==> src/rtl/dtap_pkg.sv <==
package dtap_pkg;
    localparam int TAP_W = 5;
    localparam int TAP_N = 1 << TAP_W;

    typedef logic [TAP_W-1:0] tap_t;

    typedef enum logic [1:0] {
        MODE_FIXED  = 2'd0,
        MODE_STEP   = 2'd1,
        MODE_LOAD   = 2'd2,
        MODE_STAGED = 2'd3
    } dtap_mode_e;

    typedef struct packed {
        logic step_en;
        logic step_up;
        logic load;
    } tap_req_t;

    function automatic tap_t tap_step(input tap_t t, input logic up);
        return up ? tap_t'(t + 1'b1) : tap_t'(t - 1'b1);
    endfunction

    function automatic logic mode_loadable(input dtap_mode_e m);
        return (m == MODE_LOAD) || (m == MODE_STAGED);
    endfunction
endpackage

==> src/rtl/dtap_stage.sv <==
module dtap_stage
    import dtap_pkg::*;
#(
    parameter bit ENABLE = 1'b1
) (
    input  logic clk,
    input  logic rst,
    input  logic cap_en,
    input  logic clr,
    input  tap_t din,
    output tap_t q
);
    generate
        if (ENABLE) begin : g_stage
            tap_t stage_q;
            always_ff @(posedge clk) begin
                if (rst)
                    stage_q <= '0;
                else if (clr)
                    stage_q <= cap_en ? din : '0;
                else if (cap_en)
                    stage_q <= din;
            end
            assign q = stage_q;

            p_clear_r8: assert property (@(posedge clk) disable iff (rst)
                (clr && !cap_en) |=> (q == '0));
            p_capture_r7: assert property (@(posedge clk) disable iff (rst)
                cap_en |=> (q == $past(din)));
        end else begin : g_none
            assign q = '0;
        end
    endgenerate
endmodule

==> src/rtl/dtap_counter.sv <==
module dtap_counter
    import dtap_pkg::*;
#(
    parameter dtap_mode_e  MODE     = MODE_FIXED,
    parameter int unsigned INIT_TAP = 0
) (
    input  logic     clk,
    input  logic     rst,
    input  tap_req_t req,
    input  tap_t     load_src,
    output tap_t     tap
);
    localparam tap_t INIT_V  = tap_t'(INIT_TAP);
    localparam tap_t RESET_V = mode_loadable(MODE) ? '0 : INIT_V;
    localparam bit   ADJUST  = (MODE != MODE_FIXED);

    tap_t tap_q;

    always_ff @(posedge clk) begin
        if (rst)
            tap_q <= RESET_V;
        else if (ADJUST) begin
            if (req.load)
                tap_q <= load_src;
            else if (req.step_en)
                tap_q <= tap_step(tap_q, req.step_up);
        end
    end
    assign tap = tap_q;

    generate
        if (ADJUST) begin : g_chk
            p_step_up_r3: assert property (@(posedge clk) disable iff (rst)
                (req.step_en && req.step_up && !req.load) |=> (tap == tap_t'($past(tap) + 1'b1)));
            p_step_dn_r3: assert property (@(posedge clk) disable iff (rst)
                (req.step_en && !req.step_up && !req.load) |=> (tap == tap_t'($past(tap) - 1'b1)));
            p_load_wins_r4: assert property (@(posedge clk) disable iff (rst)
                req.load |=> (tap == $past(load_src)));
        end else begin : g_fix
            p_fixed_hold_r2: assert property (@(posedge clk) disable iff (rst)
                ##1 $stable(tap));
        end
    endgenerate
endmodule

==> src/rtl/tap_delay_ctrl.sv <==
module tap_delay_ctrl
    import dtap_pkg::*;
#(
    parameter dtap_mode_e  MODE     = MODE_STAGED,
    parameter int unsigned INIT_TAP = 0
) (
    input  logic                clk,
    input  logic                rst,
    input  logic                step_en,
    input  logic                step_up,
    input  logic                load_stb,
    input  logic                stage_en,
    input  logic                stage_clr,
    input  logic [TAP_W-1:0]    load_val,
    output logic [TAP_W-1:0]    tap_count,
    output logic [TAP_W-1:0]    tap_sel
);
    localparam tap_t INIT_V = tap_t'(INIT_TAP);

    tap_req_t req;
    tap_t     stage_q;
    tap_t     load_src;
    tap_t     tap;

    assign req = '{step_en: step_en, step_up: step_up, load: load_stb};

    dtap_stage #(
        .ENABLE (MODE == MODE_STAGED)
    ) u_stage (
        .clk    (clk),
        .rst    (rst),
        .cap_en (stage_en),
        .clr    (stage_clr),
        .din    (load_val),
        .q      (stage_q)
    );

    generate
        case (MODE)
            MODE_LOAD:   begin : g_src_load   assign load_src = load_val; end
            MODE_STAGED: begin : g_src_stage  assign load_src = stage_q;  end
            default:     begin : g_src_init   assign load_src = INIT_V;   end
        endcase
    endgenerate

    dtap_counter #(
        .MODE     (MODE),
        .INIT_TAP (INIT_TAP)
    ) u_counter (
        .clk      (clk),
        .rst      (rst),
        .req      (req),
        .load_src (load_src),
        .tap      (tap)
    );

    assign tap_sel   = tap;
    assign tap_count = mode_loadable(MODE) ? tap : '0;

    p_reset_r1: assert property (@(posedge clk)
        rst |=> (tap_sel == (mode_loadable(MODE) ? tap_t'(0) : INIT_V)));
    p_report_r9: assert property (@(posedge clk) disable iff (rst)
        mode_loadable(MODE) ? (tap_count == tap_sel) : (tap_count == '0));
endmodule

==> config.mk <==
export PLATFORM = sky130hd
export DESIGN_NAME = tap_delay_ctrl
export DESIGN_NICKNAME = d
export VERILOG_FILES = /design/src/rtl/dtap_pkg.sv /design/src/rtl/dtap_stage.sv /design/src/rtl/dtap_counter.sv /design/src/rtl/tap_delay_ctrl.sv
export SDC_FILE = /design/constraint.sdc
export NUM_CORES = 1
export LEC_CHECK = 0
export ABC_AREA = 1
export BUFFER_PORTS_ARGS = -buffer_cell sky130_fd_sc_hd__buf_2
export CAP_MARGIN = 15
export CORE_MARGIN = 5
export CORE_UTILIZATION = 42
export CTS_BUF_LIST = sky130_fd_sc_hd__clkbuf_16
export DETAILED_ROUTE_END_ITERATION = 8
export GPL_TIMING_DRIVEN = 0
export PLACE_DENSITY = 0.71
export SLEW_MARGIN = 5
export SYNTH_ARGS = -nofsm -noshare
export SYNTH_HDL_FRONTEND = slang
export SYNTH_SLANG_ARGS = --single-unit
export TNS_END_PERCENT = 30
==> constraint.sdc <==
create_clock -name clk -period 1.3 [get_ports clk]
set_input_delay 0.13 -clock clk [delete_from_list [all_inputs] [get_ports clk]]
set_output_delay 0.13 -clock clk [all_outputs]
set_load 0.03 [all_outputs]
==> results of run 1 <==
-- power by group through the flow --
stage,clock network [W],registers [W],logic [W]
2_1_floorplan,0,0.000363,0.000124
3_3_place_gp,0,0.000346,0.000195
3_5_place_dp,0,0.000347,0.000201
4_1_cts,0.000547,0.000339,0.000217
5_1_grt,0.000567,0.000342,0.000246
6_report,0.000535,0.000340,0.000220
-- worst min-delay path by stage --
stage,to,depth (start not counted),slack [ns]
2_1_floorplan,u_stage.q[0],2,0.27
3_3_place_gp,u_stage.q[1],3,0.38
3_5_place_dp,u_stage.q[1],3,0.39
4_1_cts,u_stage.q[1],3,0.14
5_1_grt,u_stage.q[1],3,0.14
6_report,u_stage.q[1],3,0.14
-- cell usage after synthesis, drive strengths merged --
cell / count / area share, %
a21oi: 8 / 6.7
a22oi: 2 / 2.5
a31oi: 1 / 1.0
buf: 6 / 6.9
dfxtp: 10 / 33
fa: 1 / 3.3
ha: 3 / 6.2
inv: 12 / 7.5
nand2: 25 / 16
nand3: 6 / 5.0
nand3b: 1 / 1.2
nor2: 5 / 3.5
o21ai: 2 / 1.7
o221ai: 1 / 2.5
or2: 3 / 3.1
-- cells by family (layout without fill, tap and decap cells) --
kind of cell             after synthesis  count (layout)  synth area share [%]
AND/OR/NAND/NOR                       40              40                  28.5
buffers and inverters                 18              45                  14.3
AO/OA/AOI/OAI                         14              14                  14.3
flip-flops                            10              10                  33.3
adder cells (fa/ha/maj)                4               4                  9.56
-- timing repair --
item | 4_1_cts | 5_1_grt
endpoints found under the setup margin | 1 | 3
resized for setup | 5 | 2
buffers inserted | 3 | 0
pin swaps | 4 | 3
gates cloned | 0 | 0
-- metal layers --
layer  GRT usage (%)  up-vias  wire length, µm
met5               0        -                0
met4            8.06        0               24
met3            5.26        2              114
met2            20.8       18              599
met1            16.3      269              542
li1                -      325                -
-- flip-flops by register name, summed over array words and instances, names as in the netlist --
name	cells
u_counter.tap	5
u_stage.q	5
-- metrics by stage --
step / instance area [µm²] / total power (W) / instances / hold slack, ns
global placement: 727 / 0.000541 / 121 / 0.382
floorplan: 608 / 0.000487 / 86 / 0.270
CTS: 833 / 0.00110 / 128 / 0.140
detailed placement: 727 / 0.000547 / 121 / 0.388
global route: 848 / 0.00116 / 128 / 0.140
finish: 848 / 0.00109 / 128 / 0.142
-- worst max-delay path: cells and delay by family (launching register included) --
kind                     cells  cell delay, ns
flip-flops                   1            0.34
AO/OA/AOI/OAI                1            0.06
AND/OR/NAND/NOR              4            0.28
buffers and inverters        2            0.11
adder cells (fa/ha/maj)      1            0.34
-- layout make-up --
cell class,instances,area [µm²]
clock buffers,3,75.1
repair buffers,23,123
clock inverters,1,3.75
plain buffers,6,41.3
flip-flops and latches,10,206
multi-input cells,58,335
well taps,15,18.8
inverters,12,45.0
fillers,138,485
==> results.sh, run 1 <==
export IMPL_cts_max_level=1
export IMPL_hpwl_um=1040
export IMPL_track_usage_pct=13.7
export IMPL_cts_tree="done"
export IMPL_cp_slowest_cell="dfxtp_4"
export IMPL_io_pins=22
export IMPL_grt_max_degree=10
export IMPL_cts_root_buf="clkbuf_16"
export IMPL_wirelength_um=1280
export IMPL_seqPwrFrac_pct=31.0
export IMPL_die_h_um=47.9
export IMPL_p_leak_nw=0.442
export IMPL_die_area_mm2=0.00229
export IMPL_synth_distinct_cells=20
export IMPL_layout_drive_gt1_share_pct=39.8
export IMPL_cp_required_ns=1.40
export IMPL_antenna_cells=0
export IMPL_r2r_worst_path_cells=8
export IMPL_critPathArrivalTime_ns=1.36
export IMPL_std_cell_rows=13
export IMPL_via_per_inst=4.80
export IMPL_rsz0062_at_grt="true"
export IMPL_peakVddDrop_mv=1.01
export IMPL_cp_slowest_stage_delay_ns=0.34
export IMPL_numCtsBuffers=3
export IMPL_clock_path_buffers=2
export IMPL_vias=614
export IMPL_r2r_end="u_counter.tap[4]"
export IMPL_dpl_worst_slack_ns=-0.0974
export IMPL_clock_latency_ns=0.24
export IMPL_core_mm2=0.00133
export IMPL_synth_fp_nets=102
export IMPL_wl_per_cell_um=10.0
export IMPL_overflow=0
export IMPL_layout_commonest_cell="nand2_1"
export IMPL_maxSlewViolCount=0
export IMPL_finalCritPeriodShare_pct=97.0
export IMPL_syn2layout_area_growth_pct=41.0
export IMPL_p_int_w=0.000821
export IMPL_period_minus_slack_ns=1.26
export IMPL_antenna_found_initial=0
export IMPL_start_util_pct=45.1
export IMPL_p_comb_share_pct=20.1
export IMPL_setup_total_negative_slack_ns=0
export IMPL_finalHoldViolCount=0
export IMPL_cts_sinks=10
export IMPL_setup_viol=0
export IMPL_clk_pin_slew_ns=0.04
export IMPL_fin_util_pct=63.6
export IMPL_crit_path_end_kind="flop"
export IMPL_die_w_um=47.9
export IMPL_outcome="completed"
export IMPL_cp_startpoint="u_counter.tap[0]"
export IMPL_synth_seq_area_share_pct=33.3
export IMPL_critPathLaunchType="flop"
export IMPL_syn_area_per_cell_um2=7.00
export IMPL_final_cell_mix="nand2_1, buf_2, inv_1, a21oi_1, buf_4"
export IMPL_relSlewSlack_pct=75.6
export IMPL_worst_slack_ns=0.0384
export IMPL_p_sw_w=0.000273
export IMPL_p_sw_share_pct=25.0
export IMPL_ys_ff_latch=10
export IMPL_critPathKind="reg -> reg"
export IMPL_min_path_type="in -> reg"
export IMPL_cp_endpoint="u_counter.tap[4]"
export IMPL_grt_pass1_wl_um=2150
export IMPL_drt_iter0_markers=9
export IMPL_r2r_setup_slack_ns=0.04
export IMPL_cts_hold_buffers=0
export IMPL_routabilityCongestion=0.785
export IMPL_power_density_mw_per_mm2=1290
export IMPL_worstPathCellList="inv_2 -> fa_2 -> inv_2 -> nand2_2 -> nand2_2 -> nand3_1 -> nand3_1 -> a21oi_1"
export IMPL_maxCapViolations=0
export IMPL_cp_max_fo=2
export IMPL_syn_area_um2=602
export IMPL_grt_pass1_vias=537
export IMPL_worst_pin_slew_ns=0.366
export IMPL_portBuffers=20
export IMPL_clock_fmax_mhz=793
export IMPL_dr_pass1_iters=4
export IMPL_hp_start="load_val[1]"
export IMPL_final_antenna_net_count=0
export IMPL_layout_nets=130
export IMPL_synthCells=86
export IMPL_ys_warn_count=0
export IMPL_post_route_drc_count=0
export IMPL_skew_ns=0.00378
export IMPL_clkPwrFrac_pct=48.9
export IMPL_reg2reg_from="u_counter.tap[0]"
Note: power is estimated with default switching activity, not from simulation.
==> inputs of run 2 (changes only) <==
Settings changed: CORE_UTILIZATION 42 to 35, PLACE_DENSITY 0.71 to 0.61, SLEW_MARGIN 5 to default.
==> run 2 against run 1 <==
  * Sequential cell count unchanged
  * Combinational power barely moved
  * Count of clock-buffer cells in the layout is the same
  * Via count is 2.6% lower
  * Highest routed layer unchanged
==> results.sh, run 2 (synthesized netlist as in run 1, its figures left out) <==
export IMPL_period_minus_slack_ns=1.24
export IMPL_post_route_drc_count=0
export IMPL_critPathArrivalTime_ns=1.40
export IMPL_critPathKind="reg -> reg"
export IMPL_antenna_cells=0
export IMPL_relSlewSlack_pct=75.3
export IMPL_die_area_mm2=0.00265
export IMPL_antenna_found_initial=0
export IMPL_dpl_worst_slack_ns=-0.0953
export IMPL_seqPwrFrac_pct=31.2
export IMPL_placed_area_um2=729
export IMPL_worst_path_buf_inv=2
export IMPL_crit_path_end_kind="flop"
export IMPL_numCtsBuffers=3
export IMPL_io_pins=22
export IMPL_finalCritPeriodShare_pct=95.0
export IMPL_wirelength_um=1260
export IMPL_critPathLaunchType="flop"
export IMPL_cp_required_ns=1.46
export IMPL_die_w_um=51.5
export IMPL_cp_top_family="adder cells"
export IMPL_cp_max_fo=2
export IMPL_clock_fmax_mhz=809
export IMPL_setup_viol=0
export IMPL_p_comb_share_pct=20.0
export IMPL_whs_ns=0.144
export IMPL_cp_slowest_cell="fa_2"
export IMPL_peakVddDrop_mv=0.763
export IMPL_stdcell_area_um2=845
export IMPL_clock_path_buffers=2
export IMPL_fin_util_pct=50.0
export IMPL_grt_max_degree=10
export IMPL_syn2layout_area_growth_pct=40.3
export IMPL_min_path_type="in -> reg"
export IMPL_clkPwrFrac_pct=48.8
export IMPL_grt_pass1_vias=488
export IMPL_p_sw_w=0.000270
export IMPL_track_usage_pct=10.3
export IMPL_power_density_mw_per_mm2=1290
export IMPL_vias=598
export IMPL_finalHoldViolCount=0
export IMPL_final_cell_mix="nand2_1, buf_2, inv_1, a21oi_1, buf_4"
export IMPL_overflow=0
export IMPL_clock_latency_ns=0.23
export IMPL_cts_sinks=10
export IMPL_maxCapViolations=0
export IMPL_cts_root_buf="clkbuf_16"
export IMPL_cts_tree="done"
export IMPL_drt_iter0_markers=13
export IMPL_dr_pass1_iters=4
export IMPL_p_int_w=0.000820
export IMPL_layout_drive_gt1_share_pct=40.2
export IMPL_layout_commonest_cell="nand2_1"
export IMPL_std_cell_rows=15
export IMPL_hpwl_um=1000
export IMPL_layout_nets=129
export IMPL_start_util_pct=35.6
export IMPL_cp_slowest_stage_delay_ns=0.35
export IMPL_core_mm2=0.00169
export IMPL_final_antenna_net_count=0
export IMPL_worstPathCellList="inv_2 -> fa_2 -> inv_2 -> nand2_2 -> nand2_2 -> nand2_1 -> nand2_1 -> nand3_1 -> a21oi_1"
export IMPL_wl_per_cell_um=9.80
export IMPL_maxSlewViolCount=0
export IMPL_setup_total_negative_slack_ns=0
export IMPL_portBuffers=20
export IMPL_worst_slack_ns=0.0646
export IMPL_die_h_um=51.5
export IMPL_p_leak_nw=0.435
export IMPL_cts_max_level=1
export IMPL_grt_pass1_wl_um=1990
export IMPL_p_sw_share_pct=24.7
export IMPL_via_per_inst=4.64
export IMPL_clk_pin_slew_ns=0.04
export IMPL_routabilityCongestion=0.784
export IMPL_outcome="completed"
export IMPL_worst_pin_slew_ns=0.371
export IMPL_skew_ns=0.00261
export IMPL_rsz0062_at_grt="true"
run 2: per-layer routing:
layer  vias up  routed length [µm]  track usage (%)
li1        324                   -                -
met1       249                 585             12.7
met2        23                 566             14.8
met3         2                 100             2.04
met4         0                  12             9.17
met5         -                   0                0
run 2: timing repair:
item,4_1_cts,5_1_grt
pin swaps,3,3
gates resized for setup,3,5
buffers inserted,2,0
hold buffers,0,0
setup endpoints to repair,1,1
run 2: worst paths after layout:
path / start / slack (ns) / to / depth (start not counted)
min: load_val[2] / 0.14 / u_stage.q[2] / 3
max: u_counter.tap[0] / 0.06 / u_counter.tap[4] / 9
max reg2reg: u_counter.tap[0] / 0.06 / u_counter.tap[4] / 9
min reg2reg: u_stage.q[2] / 0.46 / u_stage.q[2] / 2
run 2: cell type report:
cell class | instances | area (µm²)
Buffer | 6 | 41.3
Clock buffer | 3 | 75.1
Clock inverter | 1 | 3.75
Fill cell | 185 | 845
Inverter | 12 | 45.0
Multi-Input combinational cell | 58 | 335
Sequential cell | 10 | 208
Tap cell | 17 | 21.3
Timing Repair Buffer | 22 | 115
run 2: stage by stage:
stage,instances,total power (W)
6_report,129,0.00109
5_1_grt,129,0.00115
4_1_cts,129,0.00110
3_5_place_dp,123,0.000546
3_3_place_gp,123,0.000543
2_1_floorplan,86,0.000487
run 2: power groups by stage:
stage / clock (W) / combinational [W] / sequential [W]
final: 0.000532 / 0.000218 / 0.000340
after global routing: 0.000568 / 0.000241 / 0.000343
after CTS: 0.000551 / 0.000212 / 0.000339
after detailed placement: 0 / 0.000200 / 0.000346
after global placement: 0 / 0.000196 / 0.000346
after floorplan: 0 / 0.000124 / 0.000363
run 2: worst register-to-register path, stage by stage, from the launching register on:
cell     delay, ns
dfxtp_4       0.34
inv_2         0.04
fa_2          0.35
inv_2         0.06
nand2_2       0.05
nand2_2       0.06
nand2_1       0.04
nand2_1       0.05
nand3_1       0.06
a21oi_1       0.12
==> inputs of run 3 (changes only) <==
Settings changed: CORE_ASPECT_RATIO from default to 1.2.
==> run 3 against run 2 <==
  * Combinational power about the same
  * Worst hold slack better by 0.0038 ns
  * Maximum frequency decreased by 0.53%
  * Final area decreased by 0.15%
  * Non-clock buffer count grew 1
  * Largest power group unchanged
  * Highest routed layer unchanged
==> results.sh, run 3 (synthesized netlist as in run 1, its figures left out) <==
export IMPL_outcome="completed"
export IMPL_via_per_inst=4.59
export IMPL_layout_drive_gt1_share_pct=40.7
export IMPL_layout_commonest_cell="nand2_1"
export IMPL_r2r_setup_slack_ns=0.06
export IMPL_routabilityCongestion=0.779
export IMPL_min_path_type="in -> reg"
export IMPL_final_antenna_net_count=0
export IMPL_p_comb_share_pct=19.8
export IMPL_cts_max_level=1
export IMPL_maxSlewViolCount=0
export IMPL_antenna_found_initial=0
export IMPL_syn2layout_area_growth_pct=40.1
export IMPL_cts_sinks=10
export IMPL_die_h_um=55.4
export IMPL_track_usage_pct=11.0
export IMPL_maxCapViolations=0
export IMPL_critPathArrivalTime_ns=1.40
export IMPL_numCtsBuffers=3
export IMPL_wirelength_um=1330
export IMPL_p_leak_nw=0.438
export IMPL_clock_latency_ns=0.23
export IMPL_std_cell_rows=16
export IMPL_dr_pass1_iters=3
export IMPL_dp_cells=124
export IMPL_cts_tree="done"
export IMPL_setup_viol=0
export IMPL_hpwl_um=1030
export IMPL_clkPwrFrac_pct=49.3
export IMPL_seqPwrFrac_pct=31.0
export IMPL_hold_path_depth=3
export IMPL_clk_pin_slew_ns=0.04
export IMPL_power_density_mw_per_mm2=1300
export IMPL_final_cell_mix="nand2_1, buf_2, inv_1, a21oi_1, buf_4"
export IMPL_critPathLaunchType="flop"
export IMPL_dpl_worst_slack_ns=-0.0619
export IMPL_post_route_drc_count=0
export IMPL_worst_slack_ns=0.0579
export IMPL_finalCritPeriodShare_pct=95.5
export IMPL_worst_pin_slew_ns=0.377
export IMPL_drt_iter0_markers=3
export IMPL_cp_required_ns=1.46
export IMPL_die_w_um=47.9
export IMPL_crit_path_end_kind="flop"
export IMPL_p_int_w=0.000820
export IMPL_clock_fmax_mhz=805
export IMPL_cp_max_fo=2
export IMPL_placed_area_um2=731
export IMPL_r2r_worst_path_cells=9
export IMPL_skew_ns=0.000803
export IMPL_cts_root_buf="clkbuf_16"
export IMPL_antenna_cells=0
export IMPL_core_mm2=0.00164
export IMPL_relSlewSlack_pct=74.9
export IMPL_overflow=0
export IMPL_grt_pass1_vias=514
export IMPL_critPathKind="reg -> reg"
export IMPL_vias=601
export IMPL_layout_cells_non_filler=131
export IMPL_grt_max_degree=10
export IMPL_io_pins=22
export IMPL_p_sw_share_pct=25.3
export IMPL_portBuffers=20
export IMPL_p_total_w=0.00110
export IMPL_p_sw_w=0.000277
export IMPL_finalHoldViolCount=0
export IMPL_wl_per_cell_um=10.2
export IMPL_layout_nets=130
export IMPL_peakVddDrop_mv=0.606
export IMPL_die_area_mm2=0.00265
export IMPL_clock_path_buffers=2
export IMPL_grt_pass1_wl_um=2180
export IMPL_period_minus_slack_ns=1.24
export IMPL_start_util_pct=36.7
export IMPL_stdcell_area_um2=843
-- run 3: cell type report --
cell class | instances | area, µm²
Fill cell | 187 | 798
Multi-Input combinational cell | 58 | 325
Sequential cell | 10 | 208
Timing Repair Buffer | 23 | 123
Clock buffer | 3 | 75.1
Inverter | 12 | 45.0
Buffer | 6 | 41.3
Tap cell | 18 | 22.5
Clock inverter | 1 | 3.75
-- run 3: worst paths after layout --
kind,startpoint,endpoint
setup reg to reg,u_counter.tap[1],u_counter.tap[4]
hold reg to reg,u_stage.q[2],u_stage.q[2]
setup / recovery,u_counter.tap[1],u_counter.tap[4]
hold / removal,load_val[2],u_stage.q[2]
-- run 3: per-layer routing --
metal | share of wire [%] | vias up | global-route usage [%]
met5 | 0 | - | 0
li1 | - | 325 | -
met3 | 6.4 | 4 | 2.92
met1 | 46 | 255 | 15.4
met4 | 2.0 | 0 | 5.77
met2 | 46 | 17 | 14.9
-- run 3: through the flow --
stage / setup TNS (ns) / hold WS [ns] / util (%)
finish: 0 / 0.148 / 51.4
global route: -0.00788 / 0.160 / 51.4
CTS: 0 / 0.146 / 50.8
detailed placement: -0.0807 / 0.389 / 44.5
global placement: -0.0673 / 0.384 / 44.5
floorplan: -0.0904 / 0.270 / -
-- run 3: timing repair --
item	in CTS	in global routing
hold buffers	0	0
buffers inserted	3	0
pin swaps	3	2
gates resized for setup	4	4
cloned	0	0
endpoints found under the setup margin	1	3
-- run 3: power groups by stage --
stage | Combinational [W] | Clock [W] | Sequential, W
global placement | 0.000197 | 0 | 0.000346
floorplan | 0.000124 | 0 | 0.000363
CTS | 0.000215 | 0.000547 | 0.000339
detailed placement | 0.000201 | 0 | 0.000346
global route | 0.000244 | 0.000562 | 0.000341
finish | 0.000217 | 0.000541 | 0.000340
-- run 3: critical path, cell delays in order (launching register included) --
cell and delay, ns:
dfxtp_2 0.32, inv_2 0.04, fa_2 0.34, inv_2 0.06
nand2_2 0.05, nand2_2 0.06, nand2_1 0.05, nand2_1 0.05
nand3_1 0.06, a21oi_1 0.12
